[config.mk]
export PLATFORM = sky130hd
export DESIGN_NAME = lp2_bringup_seq
export DESIGN_NICKNAME = d
export VERILOG_FILES = /design/src/rtl/lp2_bringup_pkg.sv /design/src/rtl/lp2_step_rom.sv /design/src/rtl/lp2_wait_timer.sv /design/src/rtl/lp2_seq_ctl.sv /design/src/rtl/lp2_bringup_seq.sv
export SDC_FILE = /design/constraint.sdc
export NUM_CORES = 1
export LEC_CHECK = 0
export CAP_MARGIN = 30
export CORE_ASPECT_RATIO = 1.25
export CORE_MARGIN = 2
export CORE_UTILIZATION = 40
export CTS_BUF_LIST = sky130_fd_sc_hd__clkbuf_8
export DETAILED_ROUTE_END_ITERATION = 8
export GPL_TIMING_DRIVEN = 0
export PLACE_DENSITY_LB_ADDON = 0.08
export SYNTH_ARGS = -nofsm -noshare
export SYNTH_HDL_FRONTEND = slang
export SYNTH_SLANG_ARGS = --single-unit
[constraint.sdc]
create_clock -name clk -period 2.7 [get_ports clk]
set_input_delay 0.81 -clock clk [delete_from_list [all_inputs] [get_ports clk]]
set_output_delay 0.81 -clock clk [all_outputs]
set_load 0.02 [all_outputs]
[src/rtl/lp2_bringup_pkg.sv]
package lp2_bringup_pkg;

   typedef enum logic [2:0] {
      CMD_NORMAL = 3'd0,
      CMD_NOP    = 3'd1,
      CMD_MRW    = 3'd7
   } cmd_mode_e;

   typedef enum logic [1:0] {
      ZQ_NONE  = 2'b00,
      ZQ_SHORT = 2'b10,
      ZQ_RESET = 2'b11
   } zq_kind_e;

   typedef enum logic [1:0] {
      DLY_NONE  = 2'd0,
      DLY_SHORT = 2'd1,
      DLY_LONG  = 2'd2,
      DLY_INIT  = 2'd3
   } dly_cls_e;

   typedef struct packed {
      cmd_mode_e  mode;
      logic [7:0] addr;
      dly_cls_e   dly;
      logic       last;
   } step_t;

   localparam int NUM_STEPS = 14;
   localparam int CAL_STEP  = 3;   // step carrying the calibration command
   localparam int BUF_STEP  = 8;   // step at which input buffers open

endpackage

[src/rtl/lp2_step_rom.sv]
module lp2_step_rom
   import lp2_bringup_pkg::*;
#(
   parameter int IDX_W = 4
)(
   input  logic [IDX_W-1:0] idx_i,
   output step_t            step_o
);

   function automatic step_t mk(cmd_mode_e m, logic [7:0] a, dly_cls_e d, logic l);
      step_t s;
      s.mode = m;
      s.addr = a;
      s.dly  = d;
      s.last = l;
      return s;
   endfunction

   always_comb begin
      step_o = mk(CMD_NORMAL, 8'd0, DLY_NONE, 1'b1);
      case (idx_i)
         IDX_W'(0):  step_o = mk(CMD_NOP,    8'd0,  DLY_SHORT, 1'b0);
         IDX_W'(1):  step_o = mk(CMD_NOP,    8'd0,  DLY_LONG,  1'b0);
         IDX_W'(2):  step_o = mk(CMD_MRW,    8'd63, DLY_INIT,  1'b0);
         IDX_W'(3):  step_o = mk(CMD_MRW,    8'd10, DLY_NONE,  1'b0);
         IDX_W'(4):  step_o = mk(CMD_MRW,    8'd1,  DLY_NONE,  1'b0);
         IDX_W'(5):  step_o = mk(CMD_MRW,    8'd2,  DLY_NONE,  1'b0);
         IDX_W'(6):  step_o = mk(CMD_MRW,    8'd3,  DLY_NONE,  1'b0);
         IDX_W'(7):  step_o = mk(CMD_MRW,    8'd16, DLY_NONE,  1'b0);
         IDX_W'(8):  step_o = mk(CMD_NOP,    8'd0,  DLY_NONE,  1'b0);
         IDX_W'(9):  step_o = mk(CMD_MRW,    8'd5,  DLY_NONE,  1'b0);
         IDX_W'(10): step_o = mk(CMD_MRW,    8'd6,  DLY_NONE,  1'b0);
         IDX_W'(11): step_o = mk(CMD_MRW,    8'd8,  DLY_NONE,  1'b0);
         IDX_W'(12): step_o = mk(CMD_MRW,    8'd0,  DLY_NONE,  1'b0);
         IDX_W'(13): step_o = mk(CMD_NORMAL, 8'd0,  DLY_NONE,  1'b1);
         default:    step_o = mk(CMD_NORMAL, 8'd0,  DLY_NONE,  1'b1);
      endcase
   end

endmodule

[src/rtl/lp2_wait_timer.sv]
module lp2_wait_timer #(
   parameter int CNT_W = 15
)(
   input  logic             clk,
   input  logic             rst_n,
   input  logic             load_i,
   input  logic [CNT_W-1:0] len_i,
   output logic             expire_o
);

   logic [CNT_W-1:0] cnt_q;

   always_ff @(posedge clk or negedge rst_n) begin
      if (!rst_n)              cnt_q <= '0;
      else if (load_i)         cnt_q <= len_i;
      else if (cnt_q != '0)    cnt_q <= cnt_q - 1'b1;
   end

   // last cycle of the wait: the sequencer raises the next command at this edge
   assign expire_o = (cnt_q == CNT_W'(1));

   AST_TMR_LEN_NONZERO: assert property (@(posedge clk) disable iff (!rst_n)
      load_i |-> len_i != '0);
   AST_TMR_NO_RELOAD:   assert property (@(posedge clk) disable iff (!rst_n)
      load_i |-> cnt_q == '0);

endmodule

[src/rtl/lp2_seq_ctl.sv]
module lp2_seq_ctl
   import lp2_bringup_pkg::*;
#(
   parameter int IDX_W = 4
)(
   input  logic             clk,
   input  logic             rst_n,
   input  logic             start_i,
   input  logic             ack_i,
   input  logic             last_i,
   input  logic             wait_i,
   input  logic             tmr_expire_i,
   output logic [IDX_W-1:0] idx_o,
   output logic             tmr_load_o,
   output logic             valid_o,
   output logic             ibuf_o,
   output zq_kind_e         zq_o,
   output logic             load_o,
   output logic             done_o
);

   typedef enum logic [2:0] {
      S_IDLE, S_ISSUE, S_WAIT, S_GAP, S_CLOSE, S_LOAD, S_DONE
   } st_e;

   localparam logic [IDX_W-1:0] CAL_I = IDX_W'(CAL_STEP);
   localparam logic [IDX_W-1:0] BUF_I = IDX_W'(BUF_STEP);

   st_e              st_q;
   logic [IDX_W-1:0] nxt;
   logic             accept;
   logic             advance;

   assign nxt        = idx_o + 1'b1;
   assign accept     = (st_q == S_ISSUE) && ack_i;
   assign advance    = (st_q == S_GAP) || ((st_q == S_WAIT) && tmr_expire_i);
   assign tmr_load_o = accept && !last_i && wait_i;
   assign load_o     = (st_q == S_LOAD);
   assign done_o     = (st_q == S_DONE);

   always_ff @(posedge clk or negedge rst_n) begin
      if (!rst_n) begin
         st_q    <= S_IDLE;
         idx_o   <= '0;
         valid_o <= 1'b0;
         ibuf_o  <= 1'b0;
         zq_o    <= ZQ_NONE;
      end else begin
         case (st_q)
            S_IDLE: if (start_i) begin
               idx_o   <= '0;
               valid_o <= 1'b1;
               st_q    <= S_ISSUE;
            end
            S_ISSUE: if (ack_i) begin
               valid_o <= 1'b0;
               if (idx_o == CAL_I) zq_o <= ZQ_SHORT;
               if (last_i) begin
                  ibuf_o <= 1'b0;
                  st_q   <= S_CLOSE;
               end else if (wait_i) begin
                  st_q   <= S_WAIT;
               end else begin
                  st_q   <= S_GAP;
               end
            end
            S_WAIT, S_GAP: if (advance) begin
               idx_o   <= nxt;
               valid_o <= 1'b1;
               st_q    <= S_ISSUE;
               if (nxt == CAL_I) zq_o   <= ZQ_RESET;
               if (nxt == BUF_I) ibuf_o <= 1'b1;
            end
            S_CLOSE: st_q <= S_LOAD;
            S_LOAD:  st_q <= S_DONE;
            default: st_q <= S_DONE;
         endcase
      end
   end

   AST_HOLD_CMD:       assert property (@(posedge clk) disable iff (!rst_n)
      valid_o && !ack_i |=> valid_o && $stable(idx_o));
   AST_QUIET_WHEN_DONE: assert property (@(posedge clk) disable iff (!rst_n)
      done_o |-> !valid_o);
   AST_DONE_STICKS:    assert property (@(posedge clk) disable iff (!rst_n)
      done_o |=> done_o);
   AST_BUF_SHUT_AT_LOAD: assert property (@(posedge clk) disable iff (!rst_n)
      load_o |-> !ibuf_o);
   AST_DONE_AFTER_LOAD: assert property (@(posedge clk) disable iff (!rst_n)
      $rose(done_o) |-> $past(load_o));

endmodule

[src/rtl/lp2_bringup_seq.sv]
module lp2_bringup_seq
   import lp2_bringup_pkg::*;
#(
   parameter int CLK_FREQ_MHZ = 100,
   parameter int T_SHORT_NS   = 100,
   parameter int T_LONG_US    = 200,
   parameter int T_INIT_NS    = 1000,
   parameter int REF_W        = 16,
   parameter int CAL_W        = 32
)(
   input  logic             clk,
   input  logic             rst_n,
   input  logic             start_i,
   input  logic [REF_W-1:0] refresh_cnt_i,
   input  logic [CAL_W-1:0] calmr4_i,
   input  logic             cmd_ack_i,
   output logic             cmd_valid_o,
   output logic [2:0]       cmd_mode_o,
   output logic [7:0]       cmd_addr_o,
   output logic             ibuf_en_o,
   output logic [1:0]       zq_type_o,
   output logic             refresh_we_o,
   output logic [REF_W-1:0] refresh_val_o,
   output logic             calmr4_we_o,
   output logic [CAL_W-1:0] calmr4_val_o,
   output logic             done_o
);

   localparam int CYC_SHORT = (T_SHORT_NS * CLK_FREQ_MHZ + 999) / 1000;
   localparam int CYC_LONG  = T_LONG_US * CLK_FREQ_MHZ;
   localparam int CYC_INIT  = (T_INIT_NS * CLK_FREQ_MHZ + 999) / 1000;
   localparam int CNT_W     = $clog2(CYC_LONG + 1);
   localparam int IDX_W     = $clog2(NUM_STEPS);

   generate
      if (CLK_FREQ_MHZ < 1) begin : g_bad_freq
         $error("CLK_FREQ_MHZ must be at least 1");
      end
      if (CYC_SHORT < 1 || CYC_INIT < 1 || CYC_LONG < 1) begin : g_bad_wait
         $error("every wait must last at least one cycle");
      end
      if (REF_W < 1 || CAL_W < 1) begin : g_bad_width
         $error("load widths must be positive");
      end
   endgenerate

   step_t            step;
   logic [IDX_W-1:0] idx;
   logic             tmr_load;
   logic             tmr_expire;
   logic [CNT_W-1:0] tmr_len;
   zq_kind_e         zq;
   logic             load;

   lp2_step_rom #(.IDX_W(IDX_W)) u_rom (
      .idx_i  (idx),
      .step_o (step)
   );

   always_comb begin
      case (step.dly)
         DLY_SHORT: tmr_len = CNT_W'(CYC_SHORT);
         DLY_LONG:  tmr_len = CNT_W'(CYC_LONG);
         DLY_INIT:  tmr_len = CNT_W'(CYC_INIT);
         default:   tmr_len = CNT_W'(1);
      endcase
   end

   lp2_wait_timer #(.CNT_W(CNT_W)) u_timer (
      .clk      (clk),
      .rst_n    (rst_n),
      .load_i   (tmr_load),
      .len_i    (tmr_len),
      .expire_o (tmr_expire)
   );

   lp2_seq_ctl #(.IDX_W(IDX_W)) u_ctl (
      .clk          (clk),
      .rst_n        (rst_n),
      .start_i      (start_i),
      .ack_i        (cmd_ack_i),
      .last_i       (step.last),
      .wait_i       (step.dly != DLY_NONE),
      .tmr_expire_i (tmr_expire),
      .idx_o        (idx),
      .tmr_load_o   (tmr_load),
      .valid_o      (cmd_valid_o),
      .ibuf_o       (ibuf_en_o),
      .zq_o         (zq),
      .load_o       (load),
      .done_o       (done_o)
   );

   assign cmd_mode_o    = step.mode;
   assign cmd_addr_o    = step.addr;
   assign zq_type_o     = zq;
   assign refresh_we_o  = load;
   assign calmr4_we_o   = load;
   assign refresh_val_o = refresh_cnt_i;
   assign calmr4_val_o  = calmr4_i;

   AST_ZQ_RESET_ON_CAL: assert property (@(posedge clk) disable iff (!rst_n)
      cmd_valid_o && cmd_mode_o == 3'd7 && cmd_addr_o == 8'd10 |-> zq_type_o == 2'b11);
   AST_BUF_SHUT_EARLY:  assert property (@(posedge clk) disable iff (!rst_n)
      cmd_valid_o && cmd_mode_o == 3'd7 && cmd_addr_o == 8'd63 |-> !ibuf_en_o);

endmodule

[After elaboration in Yosys (flattened, before gate mapping)]
Memory sizes are Yosys's and may differ from the RTL's.
Cells that the tools add are included.
W data, S select, Z words.
Storage, ports and cells
  bits in registers: 26
  bits in read-only memories: 192
  bits of input ports: 52
  output and inout bits: 66
  memories: 1
Operators by class
  add/subtract/negate cells: 2
  equality and inequality tests: 20
  muxes and demuxes: 26
  reductions and logical operators: 19
Memory list
  (name not given): words 16, bits a word 12, rd ports 1, clocked after Yosys merged registers in 0, write ports 0, line lp2_step_rom.sv:21  | case (idx_i)
Operators with widths (count)
  $pmux W15 S3: 1
  $mux W15: 2
  $eq A15 B1 Y1 const B: 1
  $reduce_bool A15 Y1: 1
  $sub A15 B1 Y15 const B: 1
  $mux W3: 4
  $pmux W3 S4: 1
  $reduce_and A5 Y1: 2
  $eq A3 B3 Y1 const B: 3
  $eq A4 B2 Y1 const B: 2
  $mux W1: 8
  $mux W2: 4
  $mux W4: 2
  $ne A2 B2 Y1 const B: 4
  $pmux W4 S2: 1
  $reduce_bool A2 Y1: 4
  $eq A3 B2 Y1 const B: 2
  $ne A2 B1 Y1 const B: 3
  $reduce_and A3 Y1: 2
  $add A4 B1 Y4 const B: 1
  $eq A2 B2 Y1 const B: 2
  $eq A4 B4 Y1 const B: 1
  $logic_and A1 B1 Y1: 4
  $pmux W2 S2: 1
  10 further kinds: 10

[Logic depth before layout (Yosys ltp)]
An unclocked memory read counts as a cell.
  word-level depth: 6
  mapped depth: 7
  depth with buffers taken out: 6

[Modules after synthesis]
A second synthesis with hierarchy kept.
Unflattened totals
  cell total of the unflattened synthesis: 271
  area, all modules: 2314.7 um^2
By module, submodules not included
  lp2_wait_timer: instances 1, cells each 111, area an instance 982.2 um^2, sequential area each 375.4 um^2
  lp2_seq_ctl: instances 1, cells each 68, area an instance 679.4 um^2, sequential area each 275.3 um^2
  lp2_bringup_seq: instances 1, cells each 56, area an instance 407.9 um^2, sequential area each 0.0 um^2
  lp2_step_rom: instances 1, cells each 36, area an instance 245.2 um^2, sequential area each 0.0 um^2

[Worst setup path after synthesis]
OpenSTA, ideal clock, no wires.
  kind: reg2out
  start point: reg u_ctl.idx_o[0]
  end point: out cmd_mode_o[2]
  arrival time: 1.640 ns
  path slack: 0.250 ns
  cell stages (with the launch flop): 7
  cells stage by stage: dfrtp_1 -> inv_1 -> ha_1 -> nand2_1 -> o21ai_0 -> o21ai_0 -> buf_4
On the way
  cells in the longest elaborated chain, start to end: 1
RTL lines
  from (decl): line lp2_seq_ctl.sv:13  | output logic [IDX_W-1:0] idx_o,
  from (signal assigned): line lp2_seq_ctl.sv:68  | idx_o <= nxt;
  $mem_v2 Z16 W12
  to (decl): line lp2_bringup_seq.sv:18  | output logic [2:0] cmd_mode_o,
Every way passes these cells.

[Final worst setup path]
  start point: reg u_ctl.idx_o[0]
  end point: out cmd_addr_o[5]
On the way
  cells in the longest elaborated chain, start to end: 1
RTL lines
  $mem_v2 Z16 W12
  to (decl): line lp2_bringup_seq.sv:19  | output logic [7:0] cmd_addr_o,
Every way passes these cells.

==> impl_metrics.env <==
export IMPL_via_per_inst=5.113
export IMPL_first_iter_violations=69
export IMPL_grt_ovfl_total=0
export IMPL_cts_tree="yes"
export IMPL_r2r_slack_ns=0.51
export IMPL_r2r_start="u_timer.cnt_q[0]"
export IMPL_ys_seq_area_frac=0.3148
export IMPL_yosysTopAreaCellShare=0.3148
export IMPL_p_leak_nw=1.389
export IMPL_maxSlewHeadroom=0.6022
export IMPL_portBuffers=67
export IMPL_synth_common_cells="buf_4, dfrtp_1, o21ai_0"
export IMPL_worst_slew_pin_slew_ns=0.5948
export IMPL_critPathSlowestCell="clkdlybuf4s50_1"
export IMPL_synth_compound_gate_area_share=0.1828
export IMPL_antenna_found_initial=0
export IMPL_wl_per_cell_um=13.20
export IMPL_gp_congestion=0.8379
export IMPL_cts_sinks=26
export IMPL_timing_final_ws_setup_ns=0.1039
export IMPL_async_flop_share=1.000
export IMPL_powerDensity_mw_per_mm2=284.9
export IMPL_grt_pass1_vias=1723
export IMPL_yosysMostFrequentCell="buf_4"
export IMPL_report_power_total_mw=0.8370
export IMPL_post_place_ws_ns=-0.06915
export IMPL_required_ns=1.89
export IMPL_clkTransAtPathRegs_ns=0.09
export IMPL_synth_area_leaders="dfrtp_1, buf_4, ha_1"
export IMPL_synth_xor_area_share=0.02119
export IMPL_grt_util_all_layers=0.1703
export IMPL_clk_latency_ns=0.27
export IMPL_io_pins=118
export IMPL_antenna_cells=0
export IMPL_drive_gt1_frac=0.2516
export IMPL_drv_slew=0
export IMPL_layout_worst_path_cycle_share=0.9615
export IMPL_cpPeakStageDelay_ns=0.59
export IMPL_finalClockSkew_ns=0.001771
export IMPL_core_area_mm2=0.005044
export IMPL_finalCriticalPeriod_ns=2.596
export IMPL_worstHoldStart="u_ctl.zq_o[1]"
export IMPL_hold_viol_final=0
export IMPL_yosys_area_share_simple=0.1774
export IMPL_die_y_um=84.37
export IMPL_ys_ff_latch=26
export IMPL_antenna_left=0
export IMPL_die_area_mm2=0.005762
export IMPL_end_kind="primary output"
export IMPL_grt_max_degree=17
export IMPL_rsz0062_at_grt="no"
export IMPL_syn2layout_area_growth_pct=42.13
export IMPL_yosysTopAreaCell="dfrtp_1"
export IMPL_worstPathMaxFanout=8
export IMPL_setup_viol_count_final=0
export IMPL_crit_family="buffers and inverters"
export IMPL_critical_path_class="reg2out"
export IMPL_routed_wl_um=4912
export IMPL_via_count=1902
export IMPL_crit_buf_inv=2
export IMPL_fp_row_count=29
export IMPL_cap_violations=0
export IMPL_min_path_type="reg2reg"
export IMPL_synthAdderAreaFrac=0.04843
export IMPL_path_depth=4
export IMPL_rr_worst_depth=7
export IMPL_clock_path_buffers=2
export IMPL_cts_root_buf="clkbuf_8"
export IMPL_hold_buffers=0
export IMPL_syn_area_per_cell_um2=8.796
export IMPL_route_detailed_drc=0
export IMPL_cts_buffers=3
export IMPL_setup_worst_path_end="cmd_addr_o[5]"
export IMPL_start_util=0.4098
export IMPL_crit_chain="inv_2 -> ha_4 -> and2_1 -> clkdlybuf4s50_1"
export IMPL_outcome="completed"
export IMPL_r2r_end="u_timer.cnt_q[1]"
export IMPL_irDropWorstVdd_v=0.0001370
export IMPL_synth_top_family_by_area="buffers and inverters"
export IMPL_fin_nets=372
export IMPL_syn_cell_area_mm2=0.002067
export IMPL_cp_arrival_ns=1.79
export IMPL_synthMuxAreaShare=0.02966
export IMPL_htreeDepth=1
export IMPL_synth_edf_count=0
export IMPL_grt_pass1_wl_um=7734
export IMPL_synth_warnings=0
export IMPL_crit_start="u_ctl.idx_o[0]"
export IMPL_critPathLaunchType="register"
export IMPL_fmax_mhz=385.2
export IMPL_hpwl_um=4032
export IMPL_firstDrtPassIters=4
export IMPL_synth_ff_type="dfrtp_1"
export IMPL_synth_cell_types=48
export IMPL_die_x_um=68.30
export IMPL_netlist_instances=235
-- registers in the layout, summed over array words and instances (netlist names) --
| name | flops |
|---|---|
| u_timer.cnt_q | 15 |
| u_ctl.idx_o | 4 |
| u_ctl.zq_o | 2 |
| u_ctl.ibuf_o | 1 |
| u_ctl.st_q | 3 |
| u_ctl.valid_o | 1 |
-- power breakdown --
group	total, mW	internal (mW)	switching (mW)
Combinational	0.221	0.124	0.0975
Clock	0.220	0.100	0.120
Sequential	0.395	0.391	0.00404
Total	0.837	0.615	0.222
-- layout by cell type (no fill, tap or decap), types with 3 or more instances in the layout --
cell / netlist / layout
clkdlybuf4s50_1: 0 / 58
buf_4: 52 / 56
dfrtp_1: 26 / 23
o21ai_0: 16 / 15
inv_1: 12 / 11
nor2_1: 12 / 11
o31ai_1: 9 / 9
nand2_1: 8 / 8
a21oi_1: 8 / 8
ha_1: 8 / 7
dlygate4sd2_1: 0 / 7
or3_1: 6 / 6
mux2i_1: 5 / 5
nor3_1: 6 / 5
xnor2_1: 5 / 5
nand3_1: 4 / 4
a31oi_1: 4 / 4
o21a_1: 4 / 4
o2bb2ai_1: 4 / 4
nor4_1: 3 / 3
or4_4: 3 / 3
or4_1: 3 / 3
nand2b_1: 3 / 3
nand4_1: 3 / 3
clkbuf_8: 0 / 3
dfrtp_2: 0 / 3
-- per-layer routing --
layer	part of all wire	GRT usage	vias up
li1	-	-	939
met2	0.55	0.3080	52
met4	0.015	0.05273	0
met5	0	0	-
met3	0.047	0.02279	8
met1	0.39	0.2010	903
-- repair_timing --
item | in CTS | in global routing
endpoints found under the hold margin | 0 | 0
cloned | 0 | 0
pin swaps | 0 | 0
buffers inserted | 0 | 4
endpoints found under the setup margin | 11 | 4
gates resized for setup | 17 | 4
-- stage by stage --
stage	utilization	cells	hold slack [ns]	cell area [um^2]	TNS (ns)
final	0.5825	372	0.4897	2938	0
after CTS	0.5750	368	0.4939	2900	0
after detailed placement	0.5644	366	0.4689	2846	-0.1223
after floorplan	-	236	0.5144	2071	0
after global routing	0.5825	372	0.5355	2938	0
after global placement	0.5589	365	0.4651	2819	-0.07520
-- final cells by class --
cell class	instances	area (um^2)
inverters	12	45.04
multi-input cells	139	977.2
clock buffers	3	41.29
flip-flops and latches	26	654.4
fillers	487	2106
plain buffers	58	417.9
repair buffers	72	724.4
well taps	62	77.57
-- logic make-up (layout without fill, tap and decap cells) --
logic type / Yosys count / in the layout
flops: 26 / 26
mux: 6 / 6
xor+xnor: 5 / 5
compound gates: 57 / 57
simple gates: 61 / 61
other cells: 1 / 2
buf+inv: 71 / 145
fa+ha+maj: 8 / 8
-- how the worst min path moves through the flow --
stage / end / depth (start not counted) / slack, ns
after floorplan: u_ctl.ibuf_o / 0 / 0.51
after global placement: u_ctl.zq_o[1] / 1 / 0.47
after detailed placement: u_ctl.zq_o[1] / 1 / 0.47
after CTS: u_ctl.zq_o[1] / 1 / 0.49
after global routing: u_ctl.zq_o[1] / 1 / 0.54
final: u_ctl.zq_o[1] / 1 / 0.49
Power figures use the tool's default switching activity.
